**src/rtl/scl_gen_pkg.sv**
```systemverilog
package scl_gen_pkg;

    typedef enum logic [2:0] {
        PH_IDLE,
        PH_START,
        PH_LOW,
        PH_HIGH,
        PH_STOP_HI,
        PH_RS_HI
    } phase_e;

    typedef enum logic [1:0] {
        CMD_BIT     = 2'd0,
        CMD_STOP    = 2'd1,
        CMD_RESTART = 2'd2,
        CMD_BIT_ALT = 2'd3
    } cmd_e;

    typedef enum logic [1:0] {
        NX_DATA,
        NX_STOP,
        NX_RESTART
    } next_e;

    function automatic next_e decode_cmd(input logic [1:0] c);
        case (c)
            CMD_STOP:    return NX_STOP;
            CMD_RESTART: return NX_RESTART;
            default:     return NX_DATA;
        endcase
    endfunction

endpackage

```
**src/rtl/scl_div_latch.sv**
```systemverilog
module scl_div_latch #(
    parameter int DIV_W    = 16,
    parameter int PRESCALE = 8,
    parameter int LEN_W    = 20
) (
    input  logic               clk,
    input  logic               rst,
    input  logic               load,
    input  logic [2*DIV_W-1:0] div_cfg,
    output logic [LEN_W-1:0]   low_len,
    output logic [LEN_W-1:0]   high_len
);

    for (genvar h = 0; h < 2; h++) begin : g_half
        logic [DIV_W-1:0] field;
        logic [LEN_W-1:0] eff;
        logic [LEN_W-1:0] len_q;

        assign field = div_cfg[h*DIV_W +: DIV_W];
        assign eff   = (field == '0) ? LEN_W'(1) : LEN_W'(field);

        always_ff @(posedge clk) begin
            if (rst) begin
                len_q <= LEN_W'(PRESCALE);
            end else if (load) begin
                len_q <= eff * LEN_W'(PRESCALE);
            end
        end
    end

    assign low_len  = g_half[0].len_q;
    assign high_len = g_half[1].len_q;

endmodule

```
**src/rtl/scl_phase_fsm.sv**
```systemverilog
module scl_phase_fsm
    import scl_gen_pkg::*;
#(
    parameter int LEN_W = 20
) (
    input  logic             clk,
    input  logic             rst,
    input  logic             run,
    input  logic [1:0]       cmd,
    input  logic             tx_bit,
    input  logic [LEN_W-1:0] low_len,
    input  logic [LEN_W-1:0] high_len,
    output logic             load_div,
    output logic             scl_o,
    output logic             sda_o,
    output logic             bus_free,
    output logic             chg_tick,
    output logic             smp_tick
);

    phase_e           ph;
    next_e            nx_q;
    logic [LEN_W-1:0] cnt;
    logic             sda_q;
    logic             run_d;

    logic high_end, low_end, low_mid, high_mid;

    assign high_end = (cnt == high_len - 1'b1);
    assign low_end  = (cnt == low_len - 1'b1);
    assign low_mid  = (cnt == (low_len >> 1));
    assign high_mid = (cnt == (high_len >> 1));

    assign load_div = (ph == PH_IDLE) ||
                      (run && (ph == PH_START || ph == PH_HIGH) && high_end);

    always_ff @(posedge clk) begin
        if (rst) begin
            ph    <= PH_IDLE;
            nx_q  <= NX_DATA;
            cnt   <= '0;
            sda_q <= 1'b1;
            run_d <= 1'b0;
        end else begin
            run_d <= run;
            cnt   <= cnt + 1'b1;
            if (!run && ph != PH_IDLE) begin
                ph    <= PH_IDLE;
                cnt   <= '0;
                sda_q <= 1'b1;
            end else begin
                case (ph)
                    PH_IDLE: begin
                        cnt   <= '0;
                        sda_q <= 1'b1;
                        if (run && !run_d) begin
                            ph    <= PH_START;
                            sda_q <= 1'b0;
                        end
                    end
                    PH_START, PH_HIGH: begin
                        if (high_end) begin
                            ph  <= PH_LOW;
                            cnt <= '0;
                        end
                    end
                    PH_LOW: begin
                        if (low_mid) begin
                            nx_q <= decode_cmd(cmd);
                            case (decode_cmd(cmd))
                                NX_STOP:    sda_q <= 1'b0;
                                NX_RESTART: sda_q <= 1'b1;
                                default:    sda_q <= tx_bit;
                            endcase
                        end
                        if (low_end) begin
                            cnt <= '0;
                            case (nx_q)
                                NX_STOP:    ph <= PH_STOP_HI;
                                NX_RESTART: ph <= PH_RS_HI;
                                default:    ph <= PH_HIGH;
                            endcase
                        end
                    end
                    PH_STOP_HI: begin
                        if (high_end) begin
                            ph    <= PH_IDLE;
                            cnt   <= '0;
                            sda_q <= 1'b1;
                        end
                    end
                    PH_RS_HI: begin
                        if (high_end) begin
                            ph    <= PH_START;
                            cnt   <= '0;
                            sda_q <= 1'b0;
                        end
                    end
                    default: ph <= PH_IDLE;
                endcase
            end
        end
    end

    assign scl_o    = (ph != PH_LOW);
    assign sda_o    = sda_q;
    assign bus_free = (ph == PH_IDLE);
    assign chg_tick = (ph == PH_LOW) && low_mid;
    assign smp_tick = (ph == PH_HIGH) && high_mid;

    assert_idle_release_R10: assert property (@(posedge clk) disable iff (rst)
        !run |=> (scl_o && sda_o && bus_free));

    assert_sda_steady_high_R5: assert property (@(posedge clk) disable iff (rst)
        (ph == PH_HIGH && $past(ph) == PH_HIGH) |-> $stable(sda_o));

    assert_low_count_bound_R2: assert property (@(posedge clk) disable iff (rst)
        (ph == PH_LOW) |-> (cnt < low_len));

    assert_strobe_exclusive_R4: assert property (@(posedge clk) disable iff (rst)
        $onehot0({chg_tick, smp_tick}));

endmodule

```
**src/rtl/scl_clock_gen.sv**
```systemverilog
module scl_clock_gen #(
    parameter int DIV_W    = 16,
    parameter int PRESCALE = 8
) (
    input  logic               clk,
    input  logic               rst,
    input  logic               run,
    input  logic [1:0]         cmd,
    input  logic               tx_bit,
    input  logic [2*DIV_W-1:0] div_cfg,
    output logic               scl_o,
    output logic               sda_o,
    output logic               bus_free,
    output logic               sda_change,
    output logic               sda_sample
);

    localparam int LEN_W = DIV_W + $clog2(PRESCALE) + 1;

    logic             load_div;
    logic [LEN_W-1:0] low_len;
    logic [LEN_W-1:0] high_len;

    scl_div_latch #(
        .DIV_W    (DIV_W),
        .PRESCALE (PRESCALE),
        .LEN_W    (LEN_W)
    ) u_latch (
        .clk      (clk),
        .rst      (rst),
        .load     (load_div),
        .div_cfg  (div_cfg),
        .low_len  (low_len),
        .high_len (high_len)
    );

    scl_phase_fsm #(
        .LEN_W (LEN_W)
    ) u_fsm (
        .clk      (clk),
        .rst      (rst),
        .run      (run),
        .cmd      (cmd),
        .tx_bit   (tx_bit),
        .low_len  (low_len),
        .high_len (high_len),
        .load_div (load_div),
        .scl_o    (scl_o),
        .sda_o    (sda_o),
        .bus_free (bus_free),
        .chg_tick (sda_change),
        .smp_tick (sda_sample)
    );

    assert_low_len_hold_R9: assert property (@(posedge clk) disable iff (rst)
        (!scl_o && $past(!scl_o)) |-> $stable(low_len));

    assert_high_len_hold_R9: assert property (@(posedge clk) disable iff (rst)
        (scl_o && $past(scl_o) && !bus_free && $past(!bus_free)) |-> $stable(high_len));

endmodule

```
**config.mk**
```make
export PLATFORM = sky130hd
export DESIGN_NAME = scl_clock_gen
export DESIGN_NICKNAME = d
export VERILOG_FILES = /design/src/rtl/scl_gen_pkg.sv /design/src/rtl/scl_div_latch.sv /design/src/rtl/scl_phase_fsm.sv /design/src/rtl/scl_clock_gen.sv
export SDC_FILE = /design/constraint.sdc
export NUM_CORES = 1
export LEC_CHECK = 0
export CORE_ASPECT_RATIO = 2
export CORE_UTILIZATION = 25
export DETAILED_ROUTE_END_ITERATION = 7
export DONT_BUFFER_PORTS = 1
export PLACE_DENSITY = 0.4
export SLEW_MARGIN = 20
export SYNTH_ARGS = -nofsm -noshare
export SYNTH_HDL_FRONTEND = slang
export SYNTH_HIERARCHICAL = 1
export SYNTH_SLANG_ARGS = --single-unit
```
**constraint.sdc**
```tcl
create_clock -name clk -period 9.1 [get_ports clk]
set_input_delay 0 -clock clk [delete_from_list [all_inputs] [get_ports clk]]
set_output_delay 0 -clock clk [all_outputs]
set_load 0.05 [all_outputs]
```
Word level (Yosys, flattened, before mapping)
Index checks and enable logic that the tools add are counted.
Storage, ports and cells
  bits in registers: 61
  bits in latches: 0
  bits in writable memories: 0
  ROM bits: 0
  bits of input ports: 38
  output and inout port bits: 5
  word-level logic and storage cells: 77
  memories: 0
Cells by class
  add/subtract/negate cells: 3
  multiply operators: 0
  divide/modulo/power cells: 0
  $lt $le $gt $ge: 0
  equality and inequality tests: 22
  shifts and indexed selects: 0
  multiplexer cells: 23
  bitwise operators: 1
  reduce and logical (&&, ||, !) cells: 21
Operator list (count)
  $pmux 20 s3: 1
  $eq 20x19->1: 2
  $eq 20x20->1: 2
  $mux 20: 2
  $sub 20x1->20 const B: 2
  $logic_not 16->1: 2
  $mux 16: 2
  $add 20x1->20 const B: 1
  $mux 3: 5
  $pmux 3 s5: 1
  $ne 2x1->1 const B: 6
  $mux 2: 4
  $eq 2x1->1 const B: 3
  $eq 2x2->1 const B: 3
  $eq 3x2->1 const B: 2
  $eq 3x3->1 const B: 2
  $logic_and 1x1->1: 6
  $pmux 3 s2: 1
  $reduce_and 5->1: 1
  $mux 1: 4
  $pmux 1 s4: 1
  $pmux 2 s2: 1
  $reduce_and 4->1: 1
  $reduce_bool 4->1: 1
  11 further kinds: 14

Longest topological paths before layout
Gate-level depths: netlist of run 1.
  depth in word-level cells: 10
  mapped depth: 15
  gate-level depth less buffers: 12

Cells and area by module
The synthesis of run 1 kept the hierarchy.
By module, submodules not included
  scl_phase_fsm: times used 1, cells an instance 492, area each 3808.7 µm², sequential area each 540.5 µm²
  scl_div_latch: times used 1, cells an instance 126, area each 1340.0 µm², sequential area each 640.6 µm²

Worst setup path after synthesis of run 1
OpenSTA, ideal clock, no wires.
  kind: register -> register
  start point: register u_latch.g_half[1].len_q[3], in the netlist u_latch/high_len[3]
  end point: register u_latch.g_half[1].len_q[4], in the netlist u_latch/high_len[4]
  library setup time: 0.128 ns
  arrival: 3.086 ns
  data required time: 8.972 ns
  slack: 5.886 ns
  cell stages (with the launch flop): 13
  path buffers: 3
  clock period less this slack: 3.214 ns
  cells stage by stage: dfxtp_1 > clkbuf_1 > nor4_4 > nand2_1 > or4_1 > or3b_1 > a31oi_1 > o2111ai_1 > o22ai_1 > buf_6 > buf_12 > mux2i_1 > nor2_1
On the way
  word-level cells in the longest chain between the ends: 4
Ends and longest elaborated chain
  start: declaration: RTL line scl_div_latch.sv:17  | logic [LEN_W-1:0] len_q;
  start signal: assignment: RTL line scl_div_latch.sv:24  | len_q <= LEN_W'(PRESCALE);
  start signal: assignment: RTL line scl_div_latch.sv:26  | len_q <= eff * LEN_W'(PRESCALE);
  $sub 20x1->20: RTL line scl_phase_fsm.sv:29  | assign high_end = (cnt == high_len - 1'b1);
  $eq 20x20->1: RTL line scl_phase_fsm.sv:29
  $logic_and 1x1->1: RTL line scl_phase_fsm.sv:35  | (run && (ph == PH_START || ph == PH_HIGH) && high_end);
  $logic_or 1x1->1: RTL line scl_phase_fsm.sv:34  | assign load_div = (ph == PH_IDLE) ||
  via load_div: RTL line scl_clock_gen.sv:20  | logic load_div;
The timed path passes the listed nets, and every way through them passes these cells.
A chain may end at the register's enable or synchronous reset.

Worst setup path in the final report of run 1
  start point: register u_fsm.cnt[12]
  end point: register u_fsm.nx_q[0]
On the way
  word-level cells in the longest chain between the ends: 2
Ends and longest elaborated chain
  start: declaration: RTL line scl_phase_fsm.sv:23  | logic [LEN_W-1:0] cnt;
  start signal: assignment: RTL line scl_phase_fsm.sv:46  | cnt <= cnt + 1'b1;
  $eq 20x19->1: RTL line scl_phase_fsm.sv:31  | assign low_mid = (cnt == (low_len >> 1));
  $reduce_and 3->1 (no line)
  end signal: assignment: RTL line scl_phase_fsm.sv:69  | nx_q <= decode_cmd(cmd);
  end: declaration: RTL line scl_phase_fsm.sv:22  | next_e nx_q;
Every way passes these cells.

==> results of run 1 <==
[metal layers]
| layer | global-route usage (%) | up-vias |
|---|---|---|
| li1 | - | 2209 |
| met1 | 16.6 | 2152 |
| met2 | 30.7 | 103 |
| met3 | 1.74 | 35 |
| met4 | 9.21 | 0 |
| met5 | 0 | - |
[worst paths after layout]
| check | startpoint | to | slack [ns] | cells after the start |
|---|---|---|---|---|
| hold / removal | rst | u_fsm/ph[2] | 0.07 | 2 |
| setup / recovery | u_fsm/cnt[12] | u_fsm/nx_q[0] | 4.76 | 10 |
| hold reg to reg | u_latch/high_len[12] | u_latch/high_len[12] | 0.58 | 2 |
| setup reg to reg | u_fsm/cnt[12] | u_fsm/nx_q[0] | 4.76 | 10 |
[synthesized netlist by cell type (all sizes together) (3+ instances only)]
master / n / area (um2)
o21ai: 13 / 65.1
nand4: 20 / 125
a31oi: 3 / 18.8
clkbuf: 34 / 139
nand2: 41 / 154
o2111ai: 3 / 26.3
a21oi: 12 / 63.8
nand4b: 3 / 26.3
or4: 10 / 81.3
o22ai: 4 / 25.0
or2: 4 / 25.0
inv: 16 / 60.1
and4: 4 / 35.0
nand2b: 4 / 25.0
xnor2: 57 / 499
nor4b: 3 / 26.3
nor4: 20 / 199
nor2: 76 / 285
a211oi: 9 / 67.6
xor2: 36 / 315
nor2b: 9 / 56.3
ha: 6 / 75.1
and2: 3 / 18.8
dfxtp: 59 / 1180
nor3: 17 / 85.1
buf: 24 / 215
or3: 14 / 93.8
o2bb2ai: 21 / 309
nand3: 13 / 65.1
nor3b: 3 / 33.8
mux2i: 38 / 380
o31ai: 3 / 22.5
[layout by cell type (no fill, tap or decap), drive strengths merged, types with 4 or more instances in the layout]
cell         synthesis  layout
a211oi               9       9
and4                 4       4
or4                 10      10
nor3                17      17
o22ai                4       4
dfxtp               59      59
ha                   6       6
inv                 16      16
nor4                20      20
or3                 14      14
o2bb2ai             21      21
dlygate4sd3          0      38
nand2               41      41
or2                  4       4
xor2                36      36
o21ai               13      13
nand3               13      13
nor2b                9       9
conb                 1       8
nor2                76      76
nand2b               4       4
a21oi               12      12
mux2i               38      38
clkbuf              34      10
nand4               20      20
xnor2               57      57
buf                 24      12
[per-stage QoR]
step | total power [uW] | hold slack (ns)
global route | 850 | 0.0978
CTS | 824 | 0.155
global placement | 422 | 0.0769
detailed placement | 424 | 0.0798
finish | 815 | 0.0673
floorplan | 410 | 0.0716
[power by group through the flow]
stage          registers (uW)  logic, uW  clock network, uW
2_1_floorplan             291        119                  0
3_3_place_gp              305        117                  0
3_5_place_dp              305        118                  0
4_1_cts                   300        138                386
5_1_grt                   303        155                392
6_report                  299        141                375
[logic make-up (layout without fill, tap and decap cells)]
logic type	Yosys count	in the layout	synth area share, %
buf+inv	76	82	8.85
fa+ha+maj	6	6	1.46
xor+xnor	94	94	16.3
simple gates	254	254	27.6
flops	59	59	22.9
compound gates	88	88	15.0
mux	40	40	7.82
other cells	1	8	0.0728
[registers in the layout, summed over array words and instances, names as in the netlist]
register / flops
u_fsm/ph: 3
u_latch/low_len: 16
u_fsm/run_d: 1
u_fsm/sda_o: 1
u_fsm/nx_q: 2
u_latch/high_len: 16
u_fsm/cnt: 20
[final cells by class]
class                      count  area [um2]  share of cell area, %
clock buffer                  10         239                   4.01
clock inverter                 6        88.8                   1.49
timing repair buffer          50         483                   8.10
multi-input combinational    490        3580                   60.1
tap                          262         328                   5.50
sequential                    59        1180                   19.8
inverter                      16        60.1                   1.01
==> results.md, run 1 <==
* Crit start category: flop
* Cell area power density at approximately 140 nW/um2
* Sequential fraction of design power at 36.7%
* Final design area excluding fillers at a little under 6000 um2
* Endpoint class of the critical path: flop
* Layout overhead on the synthesized area at 15.7%
* Number of vias in the routed layout at 4,499
* Max Slew Vio Count at 0
* Net Sw Frac at 28.4%
* Average wire per standard cell at 18.0 um
* Detailed-routed wire length on met2 at about 8900 um
* Leakage power summed over all cells at 0.00218 uW
* Final critical-path setup slack at roughly 4.8 ns
* Wl on met1 at around 5900 um
* Part of the total power dissipated in combinational logic at 17.3%
* Die height at 205 um
* Unrepaired setup endpoints after global routing: no
* Cell row count at 73
* Class of the most critical setup path: flop to flop
* P_sw at about 230 uW
* Share of synthesized area occupied by flip-flops and latches at 22.9%
* Placed Cells incl. Taps at around 840
* FFs w/ async S/R, synth at 0%
* Total inserted antenna cells at 0
* Worst hold path type: input port to flop
* Place WS at 5.20 ns
* Uppermost layer routed: met4
* Total overflow reported by the global router at 0
* Final weighted congestion in routability-driven placement at 0.856
* Number of DRC markers after the initial detailed-route iteration at 197
* FILL cells at 2,168
* Biggest fanout along the worst timing path at 9
* Maximum clock rate at 0.230 GHz
* Remaining DRCs at 0
* Cell count after synthesis at approximately 620
* Number of CTS-inserted buffers at 9
* Post-cts sizing count at 0
* Tightest Pin Transition at about 1.1 ns
* Deepest level of the CTS H-tree at 3
* Net count of the finished layout at 670
* Proportion of layout cells with a drive suffix above 1 at 12.4%
* Clock transition at the registers of the reported paths at 0.05 ns
* Post-route antenna net violation count at 0
* Total met3 wirelength after detailed routing at 451 um
* Final-layout setup total negative slack at 0 ns
* Number of top-level design ports at between 40 and 50
* Cell type of the slowest stage on the worst timing path: sky130_fd_sc_hd__nor2b_1
* Synth Flop Type: sky130_fd_sc_hd__dfxtp_1
* Total cell area at the placement stage at 5220 um2
* Die Span X at between 100 and 150 um
* Finish-stage setup viols at 0
* Root buffer cell: sky130_fd_sc_hd__clkbuf_16
* Max Cap Viol at 0
* Result of the run: complete, no violations
* TritonCTS clock tree: done
* Crit path buffers/inverters at 2
* Critical path data arrival time at 4.57 ns
* Cell-internal power at 584 uW
* Final standard cell count with taps included and fillers excluded at 893
* # Post-CTS Setup Buffers at 0
* Clk_lat worst skew at 0.34 ns
* Clock Power Share at 46.0%
* Cell area after synthesis at 5150 um2
* EDFF count, synth at 0
* Min Clock Period, post-route at 4.34 ns
* Cts hold-fix bufs at 39
* YS warnings at 6
* Clock buffer depth at 2
* Number of optimization iterations in the first detailed-route pass at 4
* PortBufs at 0
* Peak ir drop on the vdd network at 104 uV
* Vias per inst at 5.04
* Req. time, crit path at 9.32 ns
* FF+latch count, synth at 59
* Antenna violations before repair at 0
* Starting density of the core at 25.7%
* Wire length of the first global-routing pass at 25,600 um
* CTS sink count at 59
* Avg Inst Size Synth at 8.33 um2
* Maximum single-stage delay on the critical path at 0.92 ns
* Detailed placement HPWL at approximately 13,000 um
* Final setup skew at approximately 0.007 ns
* Via count of the first global-routing pass at around 4,600
* Relative slew slack at 26.4%
* Cell type group with the largest total delay on the critical path: simple AND/OR/NAND/NOR gates
* Maximum number of pins on one net before global-route repair at 37
* Count of endpoints failing hold in the final timing report at 0
* Area inside the core boundary at ~20,000 um2
* Final cell utilization of the core at 29.8%
* Count of different cell masters after synthesis at between 70 and 80
* GRT Resource Usage Total at 16.2%
* Detailed Route WL at about 16,000 um
* Die footprint at 21,200 um2
* Worst path cell trace: xor2_1, nor4_1, nand2_1, nor4_1, nor2b_1, nand2_1, mux2i_1, dlygate4sd3_1, nor2_1, dlygate4sd3_1
* Final worst-path cycle share at 47.7%
No activity file was read; power rests on OpenSTA's default activity.
==> run 2, diff against run 1 <==
--- a/config.mk
+++ b/config.mk
@@ -5,11 +5,12 @@
 export SDC_FILE = /design/constraint.sdc
 export NUM_CORES = 1
 export LEC_CHECK = 0
+export ABC_AREA = 1
 export CORE_ASPECT_RATIO = 2
 export CORE_UTILIZATION = 25
 export DETAILED_ROUTE_END_ITERATION = 7
 export DONT_BUFFER_PORTS = 1
-export PLACE_DENSITY = 0.4
+export PLACE_DENSITY = 0.42
 export SLEW_MARGIN = 20
 export SYNTH_ARGS = -nofsm -noshare
 export SYNTH_HDL_FRONTEND = slang
==> constraint.sdc (replaced) <==
create_clock -name clk -period 3.62 [get_ports clk]
set_input_delay 0 -clock clk [delete_from_list [all_inputs] [get_ports clk]]
set_output_delay 0 -clock clk [all_outputs]
set_load 0.05 [all_outputs]
==> run 2 against run 1 <==
Against the previous run: setup slack worse by 4.0 ns; critical path depth is 4 higher; synthesized cell count up 35%; die area fell by 4.5%; clock-buffer cell count did not move; critical path type unchanged.
==> results.md, run 2 <==
* YS warnings at 6
* Net count of the finished layout at 904
* Share of the synthesized area in the top cell type at 24.0%
* Antenna violations before repair at 0
* Cell type of the slowest stage on the worst timing path: sky130_fd_sc_hd__dfxtp_1
* Post-route antenna net violation count at 0
* Req. time, crit path at 3.84 ns
* P_sw at 1700 uW
* Detailed-routed wire length on met2 at 11,300 um
* Cell row count at 72
* Critical path data arrival time at roughly 3.1 ns
* Max Cap Viol at 0
* Max reg flops at 20
* Part of the total power dissipated in combinational logic at between 40% and 50%
* Place WS at just over 0.7 ns
* Worst path cell trace: nor2_1, nand2_1, nor2_1, inv_1, nor2_1, nor2_1, nor2_1, nand2_1, nor2_1, nand2_1, o31ai_4, inv_2, nor2_1, nor2_1
* Detailed Route WL at 19,200 um
* Class of the most critical setup path: flop to flop
* Top cell type by total area after synthesis: sky130_fd_sc_hd__dfxtp_1
* Final-layout setup total negative slack at 0 ns
* Total inserted antenna cells at 0
* Via count of the first global-routing pass at 5,502
* Uppermost layer routed: met4
* Remaining DRCs at 0
* FFs w/ async S/R, synth at 0%
* GRT Resource Usage Total at between 20% and 30%
* Total met3 wirelength after detailed routing at 383 um
* Count of different cell masters after synthesis at 40
* Most common library cell in the layout ignoring fill and taps: sky130_fd_sc_hd__nand2_1
* Starting density of the core at 25.5%
* Net Sw Frac at 47.1%
* Maximum clock rate at 0.351 GHz
* Wl on met1 at around 6000 um
* Detailed placement HPWL at 15,600 um
* Final worst-path cycle share at 78.8%
* Area inside the core boundary at 19,300 um2
* Number of CTS-inserted buffers at 9
* Cell area after synthesis at 4910 um2
* Dominant cell type by count on the critical path: sky130_fd_sc_hd__nor2_1
* Number of top-level design ports at 43
* Relative slew slack at 32.6%
* Reg with most FFs: u_fsm/cnt
* Leakage power summed over all cells at ~0.0025 uW
* Synth top cells by count: sky130_fd_sc_hd__nand2_1, sky130_fd_sc_hd__nor2_1, sky130_fd_sc_hd__inv_1, sky130_fd_sc_hd__dfxtp_1, sky130_fd_sc_hd__nand3_1
* Share of synthesized area occupied by flip-flops and latches at between 20% and 30%
* Unrepaired setup endpoints after global routing: no
* Average wire per standard cell at 17.1 um
* Peak ir drop on the vdd network at 289 uV
* Clk_lat worst skew at 0.34 ns
* Maximum single-stage delay on the critical path at 0.39 ns
* EDFF count, synth at 0
* FF+latch count, synth at just under 60
* Number of optimization iterations in the first detailed-route pass at 4
* Cell count after synthesis at 834
* Biggest fanout along the worst timing path at 32
* TritonCTS clock tree: done
* Deepest level of the CTS H-tree at 3
* Total overflow reported by the global router at 0
* Min Clock Period, post-route at between 2 and 3 ns
* CTS sink count at 59
* Root buffer cell: sky130_fd_sc_hd__clkbuf_16
* Finish-stage setup viols at 0
* Max Slew Vio Count at 0
* Wire length of the first global-routing pass at 30,000 um
* Clock Power Share at 25.3%
* Number of DRC markers after the initial detailed-route iteration at 197
* Endpoint class of the critical path: flop
* Layout overhead on the synthesized area at 17.4%
* Number of vias in the routed layout at 5,212
* Avg Inst Size Synth at 5.89 um2
* Most frequent cells in the layout: sky130_fd_sc_hd__nand2_1, sky130_fd_sc_hd__nor2_1, sky130_fd_sc_hd__inv_1
* FILL cells at 2,234
* Count of endpoints failing hold in the final timing report at 0
* Crit start category: flop
* Final weighted congestion in routability-driven placement at 0.925
* Tightest Pin Transition at 1.01 ns
* Top cells by area in the synthesized netlist: sky130_fd_sc_hd__dfxtp_1, sky130_fd_sc_hd__nand2_1, sky130_fd_sc_hd__nor2_1
* Synth Flop Type: sky130_fd_sc_hd__dfxtp_1
* Worst hold path type: input port to flop
* Clock buffer depth at 2
* # Post-CTS Setup Buffers at 0
* Vias per inst at about 4.6
* Final cell utilization of the core at approximately 30%
* Worst hold-check slack at 0.0140 ns
* Die footprint at 20,300 um2
* Maximum number of pins on one net before global-route repair at 33
* Final setup skew at 0.0115 ns
* Die height at 200 um
* Sequential fraction of design power at 31.3%
* Most frequently used cell type in the post-synthesis netlist: sky130_fd_sc_hd__nand2_1
* Final critical-path setup slack at 0.767 ns
* PortBufs at 0
* Result of the run: complete, no violations
* Die Span X at 101 um
* Proportion of layout cells with a drive suffix above 1 at 5.67%
* Cell-internal power at 1910 uW
* Cell area power density at 625 nW/um2
* Clock transition at the registers of the reported paths at 0.05 ns
==> run 2: changes by cell type in the layout (fill, tap and decap cells not counted), moves of 11 or more <==
| cell | before | now |
|---|---|---|
| sky130_fd_sc_hd__o21ai_0 | 12 | 35 |
| sky130_fd_sc_hd__o2bb2ai_2 | 20 | 0 |
| sky130_fd_sc_hd__nor3_1 | 17 | 6 |
| sky130_fd_sc_hd__nor2_1 | 76 | 187 |
| sky130_fd_sc_hd__nand2_1 | 41 | 211 |
| sky130_fd_sc_hd__xnor2_1 | 57 | 21 |
| sky130_fd_sc_hd__nand3_1 | 13 | 37 |
| sky130_fd_sc_hd__inv_1 | 16 | 100 |
| sky130_fd_sc_hd__or3_1 | 12 | 0 |
| sky130_fd_sc_hd__mux2i_1 | 38 | 0 |
==> run 2: path summary, 6_finish.rpt <==
| kind | startpoint | slack [ns] | cells past startpoint | endpoint |
|---|---|---|---|---|
| worst min-delay path | cmd[1] | 0.01 | 3 | u_fsm/nx_q[1] |
| worst max register to register | u_latch/high_len[10] | 0.77 | 14 | u_latch/high_len[4] |
| worst max-delay path | u_latch/high_len[10] | 0.77 | 14 | u_latch/high_len[4] |
| worst min register to register | u_fsm/nx_q[1] | 0.49 | 2 | u_fsm/nx_q[1] |
==> run 2: cell families (layout without fill, tap and decap cells) <==
kind of cell,after synthesis,count (layout),share of synthesized area [%]
and+or+nand+nor,501,501,43.3
buffers and inverters,136,159,12.3
AOI/OAI and AO/OA,74,74,8.66
DFF,59,59,24.0
xor gates and xnor gates,57,57,10.2
adders and majority gates,6,6,1.53
other,1,8,0.0763
==> run 2: critical path: cells and delay by family, from the launching register on <==
family	cells	cell delay, ns
AND/OR/NAND/NOR	11	1.66
flip-flops	1	0.39
buffers and inverters	2	0.35
AO/OA/AOI/OAI	1	0.32
==> run 2: area by class of cell <==
cell class              count  area, um2  share of cell area [%]
flip-flops and latches     59       1180                    20.5
inverters                 103        387                    6.70
repair buffers             41        400                    6.94
well taps                 259        324                    5.62
clock inverters             5       78.8                    1.37
multi-input cells         646       3170                    54.9
clock buffers              10        229                    3.97
==> run 2: repair_timing <==
action                                 CTS  global route
endpoints found under the hold margin   37             0
hold buffers                            37             0
gates resized for setup                  0             0
==> run 2: per-layer routing <==
layer	vias to the layer above	GRT usage [%]
li1	2642	-
met1	2403	16.9
met2	101	41.1
met3	66	2.13
met4	0	14.9
met5	-	0
==> run 2: power groups by stage <==
stage          logic (uW)  registers (uW)  clock network [uW]
2_1_floorplan        1200             978                   0
3_3_place_gp         1520            1150                   0
3_5_place_dp         1520            1150                   0
4_1_cts              1560            1140                 938
5_1_grt              1760            1150                 963
6_report             1560            1130                 914
==> run 2: stage by stage <==
stage	total power (uW)	instances	instance area, um2
2_1_floorplan	2180	841	4940
3_3_place_gp	2680	1071	5090
3_5_place_dp	2670	1071	5090
4_1_cts	3640	1123	5770
5_1_grt	3880	1123	5770
6_report	3610	1123	5770
==> run 3, diff against run 2 <==
==> constraint.sdc (replaced) <==
create_clock -name clk -period 2.5 [get_ports clk]
set_input_delay 0 -clock clk [delete_from_list [all_inputs] [get_ports clk]]
set_output_delay 0 -clock clk [all_outputs]
set_load 0.05 [all_outputs]
==> run 3 against run 2 <==
Against the previous run: final area up 10%; largest power group unchanged; core utilization up 3.0 points; first-iteration DRC count down 4.6%; critical path depth up 1.
==> results.md, run 3 (synthesis gave the netlist of run 2 again) <==
* Root buffer cell: sky130_fd_sc_hd__clkbuf_16
* Remaining DRCs at 0
* Dominant cell type by count on the critical path: sky130_fd_sc_hd__nor2_1
* Via count of the first global-routing pass at 5,449
* Max Slew Vio Count at 0
* Max Cap Viol at 0
* Most common library cell in the layout ignoring fill and taps: sky130_fd_sc_hd__nand2_1
* Biggest fanout along the worst timing path at 5
* Maximum clock rate at 0.412 GHz
* Number of CTS-inserted buffers at 9
* Cell area power density at 894 nW/um2
* Cell row count at 72
* Most frequent cells in the layout: sky130_fd_sc_hd__nand2_1, sky130_fd_sc_hd__nor2_1, sky130_fd_sc_hd__inv_1
* Count of endpoints failing hold in the final timing report at 0
* Clock transition at the registers of the reported paths at 0.06 ns
* Net count of the finished layout at 966
* Final weighted congestion in routability-driven placement at 0.948
* Total inserted antenna cells at 0
* Number of vias in the routed layout at 5,286
* Crit path buffers/inverters at 3
* Worst reg2reg startpoint: u_latch/high_len[13]
* GRT Resource Usage Total at 20.3%
* Maximum number of pins on one net before global-route repair at 31
* Req. time, crit path at 2.73 ns
* TritonCTS clock tree: done
* Result of the run: complete, no violations
* Max reg flops at 20
* Tightest Pin Transition at 0.519 ns
* Starting density of the core at about a quarter
* Crit start category: flop
* Class of the most critical setup path: flop to flop
* Number of DRC markers after the initial detailed-route iteration at ~190
* Final cell utilization of the core at 33.0%
* Cell type group with the largest total delay on the critical path: simple AND/OR/NAND/NOR gates
* Reg with most FFs: u_fsm/cnt
* Origin of the worst setup path: u_latch/high_len[13]
* Clk_lat worst skew at 0.34 ns
* Endpoint class of the critical path: flop
* Finish-stage setup viols at 0
* Area inside the core boundary at a little under 20,000 um2
* Number of top-level design ports at 43
* Final setup skew at slightly below 0.009 ns
* Proportion of layout cells with a drive suffix above 1 at 16.5%
* Peak ir drop on the vdd network at 444 uV
* Final worst-path cycle share at 97.0%
* Layout overhead on the synthesized area at 29.3%
* Detailed Route WL at 19,500 um
* Unrepaired setup endpoints after global routing: yes
* Clock buffer depth at 2
* Average wire per standard cell at 16.4 um
* Cell type of the slowest stage on the worst timing path: sky130_fd_sc_hd__dfxtp_1
* Post-route antenna net violation count at 0
* Die Span X at 101 um
* Maximum single-stage delay on the critical path at ~0.35 ns
* Deepest level of the CTS H-tree at 3
* Post-layout power at 5680 uW
* Total overflow reported by the global router at 0
* Number of optimization iterations in the first detailed-route pass at 5
* PortBufs at 0
* Worst path cell trace: nor2_1, nand2_1, nor2_1, nand3_1, nand2_1, nand2_1, inv_1, nand3_1, nor2_1, nand2_1, o31ai_4, inv_2, buf_4, nor2_1, nor2_1
* Min Clock Period, post-route at 2.43 ns
* Vias per inst at 4.46
* Antenna violations before repair at 0
* Launch instance of the worst min-delay path: cmd[0]
* Critical path data arrival time at 2.66 ns
* Die footprint at 20,300 um2
* Die height at around 200 um
* Detailed placement HPWL at 16,200 um
* Worst hold path type: input port to flop
* Wire length of the first global-routing pass at 29,700 um
* CTS sink count at between 50 and 60
* Leakage power summed over all cells at about 0.0028 uW
* Relative slew slack at 65.4%
==> run 3: cell types whose count changed in the layout (fill, tap and decap cells not counted), sizes merged <==
cell,delta
bufinv,-2
clkinvlp,+2
clkbuf,-1
inv,+4
buf,+65
clkinv,-2
dlygate4sd3,-3
==> run 3: layout make-up <==
cell class | count | area (um2)
Tap cell | 259 | 324
Sequential cell | 59 | 1190
Inverter | 103 | 387
Clock inverter | 7 | 57.6
Multi-Input combinational cell | 646 | 3270
Clock buffer | 9 | 225
Timing Repair Buffer | 103 | 895
Fill cell | 2211 | 12900
==> run 3: metrics by stage <==
step	area, um2	instances	hold WS (ns)	worst slack (ns)	TNS [ns]
3_5_place_dp	5570	1132	0.0757	-0.107	-1.75
2_1_floorplan	4940	841	0.0724	0.180	0
5_1_grt	6350	1186	0.0669	-0.0758	-1.69
4_1_cts	6200	1181	0.000356	0.000298	0
6_report	6350	1186	0.0216	0.0741	0
3_3_place_gp	5570	1132	0.0743	-0.145	-2.68
==> run 3: repair_timing <==
item	4_1_cts	5_1_grt
gates resized for setup	6	45
endpoints found under the setup margin	32	50
hold endpoints to repair	37	1
hold buffers	33	1
pin swaps	0	4
gates cloned	0	0
buffers inserted	0	4
==> run 3: where the power goes <==
part	leakage, uW	internal [uW]	switching, uW
Clock	0.000135	686	519
Combinational	0.00220	1150	1750
Sequential	0.000487	1160	424
==> run 3: routing by layer <==
metal  share of wire [%]  vias to the layer above  global-route usage (%)
li1                    -                     2766                       -
met1                  32                     2379                    16.9
met2                  59                       85                    41.6
met3                 1.5                       56                    1.99
met4                 7.2                        0                    14.4
met5                   0                        -                       0
==> run 3: final timing paths <==
| kind | endpoint | slack [ns] | depth (start not counted) |
|---|---|---|---|
| worst min register to register | u_fsm/nx_q[1] | 0.49 | 2 |
| worst max register to register | u_latch/low_len[16] | 0.07 | 15 |
| worst min-delay path | u_fsm/nx_q[0] | 0.02 | 3 |
| worst max-delay path | u_latch/low_len[16] | 0.07 | 15 |
==> run 3: worst min-delay path, stage by stage <==
cell                      delay (ns)
sky130_fd_sc_hd__ha_1           0.14
sky130_fd_sc_hd__o21ai_0        0.10
sky130_fd_sc_hd__nor2_1         0.08
